$ cat src/rtl/cir_pkg.sv
package cir_pkg;
    typedef struct packed {
        logic active;
        logic wdog;
        logic ir_prev;
    } cir_ctrl_t;
endpackage

$ cat src/rtl/cir_ctrl.sv
module cir_ctrl
    import cir_pkg::*;
(
    input  logic clk,
    input  logic rst_n,
    input  logic ir_in,
    input  logic freq_ok,
    input  logic clr_req,
    input  logic rd_stb,
    output logic active,
    output logic wdog,
    output logic arm,
    output logic pulse
);
    cir_ctrl_t r_q, r_d;

    always_comb begin
        r_d   = r_q;
        pulse = r_q.ir_prev & ~ir_in;
        arm   = ~r_q.active & ~ir_in & freq_ok;
        r_d.ir_prev = ir_in;
        if (r_q.active && clr_req) begin
            r_d.active = 1'b0;
        end else if (arm) begin
            r_d.active = 1'b1;
        end
        if (pulse && (r_q.active || arm)) begin
            r_d.wdog = 1'b1;
        end else if (rd_stb) begin
            r_d.wdog = 1'b0;
        end
    end

    always_ff @(posedge clk or negedge rst_n) begin
        if (!rst_n) begin
            r_q <= '{active: 1'b0, wdog: 1'b0, ir_prev: 1'b1};
        end else begin
            r_q <= r_d;
        end
    end

    assign active = r_q.active;
    assign wdog   = r_q.wdog;
endmodule

$ cat src/rtl/cir_prescaler.sv
module cir_prescaler #(
    parameter int DIV_W = 16
) (
    input  logic             clk,
    input  logic             rst_n,
    input  logic             run,
    input  logic             load,
    input  logic             resync,
    input  logic [DIV_W-1:0] divisor,
    output logic             tick
);
    typedef struct packed {
        logic [DIV_W-1:0] cnt;
    } pre_t;

    pre_t r_q, r_d;
    logic [DIV_W-1:0] reload;

    always_comb begin
        reload = (divisor == '0) ? '0 : divisor - 1'b1;
        r_d    = r_q;
        tick   = 1'b0;
        if (load) begin
            r_d.cnt = reload;
        end else if (!run) begin
            r_d.cnt = '0;
        end else if (resync) begin
            r_d.cnt = reload;
        end else if (r_q.cnt == '0) begin
            tick    = 1'b1;
            r_d.cnt = reload;
        end else begin
            r_d.cnt = r_q.cnt - 1'b1;
        end
    end

    always_ff @(posedge clk or negedge rst_n) begin
        if (!rst_n) r_q <= '0;
        else        r_q <= r_d;
    end
endmodule

$ cat src/rtl/cir_deser.sv
module cir_deser #(
    parameter int BYTE_W = 8
) (
    input  logic              clk,
    input  logic              rst_n,
    input  logic              flush,
    input  logic              tick,
    input  logic              bit_in,
    output logic [BYTE_W-1:0] byte_o,
    output logic              valid_o
);
    localparam int CNT_W = $clog2(BYTE_W);
    localparam logic [CNT_W-1:0] LAST = CNT_W'(BYTE_W - 1);

    typedef struct packed {
        logic [BYTE_W-1:0] sh;
        logic [CNT_W-1:0]  bits;
        logic [BYTE_W-1:0] data;
        logic              vld;
    } des_t;

    des_t r_q, r_d;
    logic [BYTE_W-1:0] shifted;

    always_comb begin
        r_d     = r_q;
        r_d.vld = 1'b0;
        shifted = {bit_in, r_q.sh[BYTE_W-1:1]};
        if (flush) begin
            r_d.bits = '0;
        end else if (tick) begin
            r_d.sh = shifted;
            if (r_q.bits == LAST) begin
                r_d.bits = '0;
                r_d.data = shifted;
                r_d.vld  = 1'b1;
            end else begin
                r_d.bits = r_q.bits + 1'b1;
            end
        end
    end

    always_ff @(posedge clk or negedge rst_n) begin
        if (!rst_n) r_q <= '0;
        else        r_q <= r_d;
    end

    assign byte_o  = r_q.data;
    assign valid_o = r_q.vld;
endmodule

$ cat src/rtl/cir_rx_sampler.sv
module cir_rx_sampler #(
    parameter int DIV_W  = 16,
    parameter int BYTE_W = 8
) (
    input  logic              clk,
    input  logic              rst_n,
    input  logic              ir_in,
    input  logic              freq_ok,
    input  logic              tmode,
    input  logic [DIV_W-1:0]  divisor,
    input  logic              reg_rd,
    input  logic              reg_wr,
    input  logic [7:0]        reg_wdata,
    output logic              st_active,
    output logic              st_wdog,
    output logic [BYTE_W-1:0] rx_byte,
    output logic              rx_valid
);
    logic clr_req, arm_w, pulse_w, tick_w, resync_w;

    assign clr_req  = reg_wr & reg_wdata[0];
    assign resync_w = tmode & pulse_w;

    cir_ctrl u_ctrl (
        .clk(clk), .rst_n(rst_n), .ir_in(ir_in), .freq_ok(freq_ok),
        .clr_req(clr_req), .rd_stb(reg_rd),
        .active(st_active), .wdog(st_wdog), .arm(arm_w), .pulse(pulse_w)
    );

    cir_prescaler #(.DIV_W(DIV_W)) u_pre (
        .clk(clk), .rst_n(rst_n), .run(st_active), .load(arm_w),
        .resync(resync_w), .divisor(divisor), .tick(tick_w)
    );

    cir_deser #(.BYTE_W(BYTE_W)) u_des (
        .clk(clk), .rst_n(rst_n), .flush(clr_req | ~st_active),
        .tick(tick_w), .bit_in(ir_in), .byte_o(rx_byte), .valid_o(rx_valid)
    );
endmodule

$ cat config.mk
export PLATFORM = sky130hd
export DESIGN_NAME = cir_rx_sampler
export DESIGN_NICKNAME = d
export VERILOG_FILES = /design/src/rtl/cir_pkg.sv /design/src/rtl/cir_ctrl.sv /design/src/rtl/cir_prescaler.sv /design/src/rtl/cir_deser.sv /design/src/rtl/cir_rx_sampler.sv
export SDC_FILE = /design/constraint.sdc
export NUM_CORES = 1
export LEC_CHECK = 0
export CAP_MARGIN = 0
export CORE_AREA = 2 2 80 67
export CTS_BUF_LIST = sky130_fd_sc_hd__clkbuf_16
export CTS_CLUSTER_DIAMETER = 150
export CTS_CLUSTER_SIZE = 10
export DETAILED_ROUTE_END_ITERATION = 8
export DIE_AREA = 0 0 82 69
export PLACE_DENSITY_LB_ADDON = 0.25
export SYNTH_ARGS = -nofsm -noshare
export SYNTH_HDL_FRONTEND = slang
export SYNTH_SLANG_ARGS = --single-unit
$ cat constraint.sdc
create_clock -name clk -period 2.3 [get_ports clk]
set_input_delay 0.575 -clock clk [delete_from_list [all_inputs] [get_ports clk]]
set_output_delay 0.575 -clock clk [all_outputs]
set_load 0.05 [all_outputs]
### Yosys cells after proc, flatten, opt, wreduce, memory -nomap -nowiden

Cells that the tools add are included.

* ROM bits: 0
* logic and storage cells: 49
* bits in registers: 39
* input bits: 31
* memory bits (writable): 0
* output and inout bits: 11
* memories: 0
* latch bits: 0

* $add $sub $neg: 3
* bitwise logic cells: 9
* $lt $le $gt $ge: 0
* reductions and logical operators: 10
* divide/modulo/power cells: 0
* multiply operators: 0
* shift operators: 0
* mux-type cells: 18
* eq/ne operators: 1

Operators by type and width (count)
* $mux 16: 5
* $logic_not 16->1: 2
* $sub 16x1->16 const B: 2
* $mux 12: 1
* $mux 1: 9
* $mux 9: 1
* $mux 3: 2
* $reduce_bool 2->1: 3
* $and 1x1->1: 5
* $add 3x1->3 const B: 1
* $eq 3x3->1 const B: 1
* $not 1->1: 3
* $reduce_and 3->1: 1
* $logic_and 1x1->1: 2
* $reduce_and 2->1: 1
* $logic_or 1x1->1: 1
* $or 1x1->1: 1

### Logic depth before layout (Yosys ltp)

* depth after elaboration: 8
* gate-level depth with buffers: 9
* gate-level depth less buffers: 7

### By module

A second synthesis with hierarchy kept.

* cells, all modules: 218
* area total of the unflattened synthesis: 2292.2 um^2

Modules (own cells, without submodules)
* cir_prescaler: times used 1, cells an instance 149, sequential area each 400.4 um^2, area each 1280.0 um^2
* cir_deser: times used 1, cells an instance 56, sequential area each 475.5 um^2, area each 863.3 um^2
* cir_ctrl: times used 1, cells an instance 10, sequential area each 76.3 um^2, area each 126.4 um^2
* cir_rx_sampler: times used 1, cells an instance 3, sequential area each 0.0 um^2, area each 22.5 um^2

### Least setup slack after synthesis

No wires, ideal clock.

* path type: reg-to-reg
* from: register u_pre.r_q[12] (netlist bit)
* to: register u_des.r_q (netlist bit u_des.byte_o[7])
* data arrival time: 1930 ps
* setup time: 125 ps
* cell stages (with the launch flop): 5
* setup slack: 245 ps
* data required time: 2175 ps
* cell sequence: dfrtp_1 nor4_1 nand4b_1 nor4_4 mux2_2

* longest elaborated chain between the ends: 6

Ends and longest elaborated chain
* start, declared: line cir_prescaler.sv:16 `pre_t r_q, r_d;`
* start signal, assigned: line cir_prescaler.sv:39 `else r_q <= r_d;`
* $logic_not 16->1: line cir_prescaler.sv:29 `end else if (r_q.cnt == '0) begin`
* $mux 1: line cir_prescaler.sv:29
* $mux 1: line cir_prescaler.sv:27 `end else if (resync) begin`
* $mux 1: line cir_prescaler.sv:25 `end else if (!run) begin`
* $mux 1: line cir_prescaler.sv:23 `if (load) begin`
* $reduce_and 3->1 (no source line)
* end signal, assigned: line cir_deser.sv:45 `else r_q <= r_d;`
* end, declared: line cir_deser.sv:22 `des_t r_q, r_d;`

No other way between the ends.
A chain may end at the register's enable or synchronous reset.

==> results.txt <==
FF+latch count, synth - 38
Gr ovfl total - 0
Syn_nets - 232
Root buf cell - clkbuf_16
CP Data Arrival Time - 2360 ps
FF-to-FF setup slack - 200 ps
Mapped Cells - 196
Clk pin slew, worst setup/hold paths - 60 ps
Layout cells sized above 1 - 22.7%
Die area - 5660 um^2
Type of the worst min-delay path - in2async
Hold Vio Cnt, Final - 0
Post-synth top area share - 43.7%
H-tree depth - 2
Die Ht - 69 um
Placer congestion estimate - 0.868
Placed insts - 301
Outcome - completed
Critical Path End Type - register
Critical path launch point type - input port
Quantity of I/O buffers inserted on ports - 34
Post-route insts no fill - 309
Core area - 4830 um^2
Commonest cells in the netlist - dfrtp_1, o22ai_1, mux2_2
TritonCTS Buffers - 5
DR pass1 iterations - 4
VDD IR-drop max - 487 uV
Crit. Startpoint - divisor[4]
Reg-to-reg endpoint - u_pre.r_q[4]
Cell taking the most area after synthesis - dfrtp_1
Longest Clk Path Bufs - 2
Io pins - 42
Iter 0 DRT Violations - 77
CTS tree - done
Wire length per cell - 13.8 um
Clock sinks - 38
Hold slack - 338 ps
Vias in the first global route - 1571
Initial Utilization - 43.8%
Initial antenna violation count - 0
Count leader, synth - dfrtp_1
Syn avg cell area - 10.8 um^2
Final ANT Viol Nets - 0
Ys async rst share - 100%
Fin crit period - 2200 ps
Number of inserted diodes - 0
# setup viols final - 0
DR vias/cell - 5.14
Ranking of synthesized cells by area - dfrtp_1, mux2_2, xnor2_1
Power density over the cells - 968 nW/um^2
Warnings from Yosys - 0
Reg2reg start - u_pre.r_q[2]
CP max FO - 6
Final Util - 58.3%
Hold buffer count at CTS - 0
Worst slew margin - 66.9%
Total GRT Usage - 16.6%
Post-Synthesis Cell Area - 2120 um^2
Fin crit share - 95.5%
Fmax - 0.455 GHz
Final design instance area without fill - 2820 um^2
Primary FF master, synth - dfrtp_1
FILL cells - 419
LEAKAGE - 1.21 nW
Max-Cap Viols - 0
Worst R2R Path Depth - 6
Worst Max-Slew Pin Slew - 494 ps
Worst Path Required - 2460 ps
Number of enable flip-flop cells after synthesis - 0
Area Growth Syn to Fin - 33.1%
Nets - 282
Row count - 23
Register area share after synthesis - 45.0%
Largest net degree at the start of global routing - 39
Routed wire length - 4.26 mm
Latest clock arrival within the worst-skew pair - 280 ps
RSZ-0062 raised after global routing - false
Vias - 1589
Final Max Tran Viols - 0
Setup CP Type - in2reg
DRC errors left - 0
Skew final - 6.33 ps
Width of the chip - 82 um
Detail Placement HPWL - 3.27 mm
Netlist cell types - 40
First-pass GRT wire length - 7.27 mm
Placed Area - 2620 um^2
-- per-layer routing --
| metal | part of all wire, % | up-vias | wire length (um) | global-route usage [%] |
|---|---|---|---|---|
| met5 | 0 | - | 0 | 0 |
| met4 | 1.4 | 0 | 59 | 6.11 |
| met3 | 4.5 | 5 | 193 | 3.66 |
| met2 | 45 | 28 | 1910 | 24.8 |
| met1 | 49 | 759 | 2100 | 23.4 |
| li1 | - | 797 | - | - |
-- state kept, by name (all words and copies together), names as in the netlist --
name           flops
u_pre.r_q         16
u_des.valid_o      1
u_des.r_q         10
u_des.byte_o       8
u_ctrl.r_q         1
u_ctrl.wdog        1
u_ctrl.active      1
-- what timing repair did --
action                     4_1_cts  5_1_grt
gates resized for setup          0        1
setup buffers                    0        0
setup endpoints to repair        0       31
-- power breakdown --
group / switching [mW] / internal [mW] / total, mW
combinational: 0.465 / 0.431 / 0.896
sequential: 0.141 / 0.809 / 0.950
clock: 0.260 / 0.622 / 0.883
total: 0.866 / 1.86 / 2.73
-- through the flow --
stage          setup TNS [ps]  setup slack, ps  power (mW)
3_3_place_gp            -1750             -162        1.82
6_report                    0              104        2.73
2_1_floorplan               0              245        1.63
5_1_grt                     0             21.2        2.91
3_5_place_dp            -2050             -190        1.85
4_1_cts                     0             95.4        2.75
-- worst max-delay path by stage --
stage / endpoint / cells after the start
6_report: u_pre.r_q[10] / 7
5_1_grt: u_pre.r_q[15] / 7
4_1_cts: u_pre.r_q[10] / 7
3_5_place_dp: u_pre.r_q[10] / 7
3_3_place_gp: u_pre.r_q[10] / 7
2_1_floorplan: u_des.byte_o[7] / 4
-- cell families (layout without fill, tap and decap cells) --
group / after synthesis / count (layout) / share of synthesized area, %
xor gates and xnor gates: 24 / 24 / 9.93
muxes: 17 / 17 / 8.92
AOI/OAI and AO/OA: 28 / 28 / 9.81
adders and majority gates: 5 / 5 / 2.96
buffers and inverters: 21 / 72 / 5.85
DFF: 38 / 38 / 45.0
and+or+nand+nor: 63 / 63 / 17.6
-- layout by cell type (no fill, tap or decap), types with 4 or more instances in the layout --
cell / synthesis / routed
nand3_1: 5 / 5
mux2_2: 15 / 15
nor4_1: 6 / 5
o22ai_1: 16 / 16
inv_1: 7 / 7
clkdlybuf4s50_1: 0 / 33
clkbuf_16: 0 / 5
nor3_1: 5 / 5
nor3b_1: 4 / 4
buf_4: 8 / 22
dfrtp_1: 37 / 37
nor2_1: 14 / 14
xor2_1: 12 / 12
xnor2_1: 12 / 12
ha_1: 5 / 5
nand2_1: 14 / 14
-- worst max-delay path, stage by stage --
cell	delay, ps
clkdlybuf4s50_1	420
nor4_1	320
buf_4	180
nand3b_1	200
nor4_1	320
mux2i_1	250
o22ai_1	90
-- final cells by class --
type,count,area (um^2),share of cell area (%)
Multi-Input combinational cell,137,1050,37.2
Sequential cell,38,952,33.8
Timing Repair Buffer,57,520,18.5
Clock buffer,5,125,4.44
Tap cell,62,77.6,2.75
Clock inverter,3,68.8,2.44
Inverter,7,26.3,0.933
No activity file was read; power rests on OpenSTA's default activity.
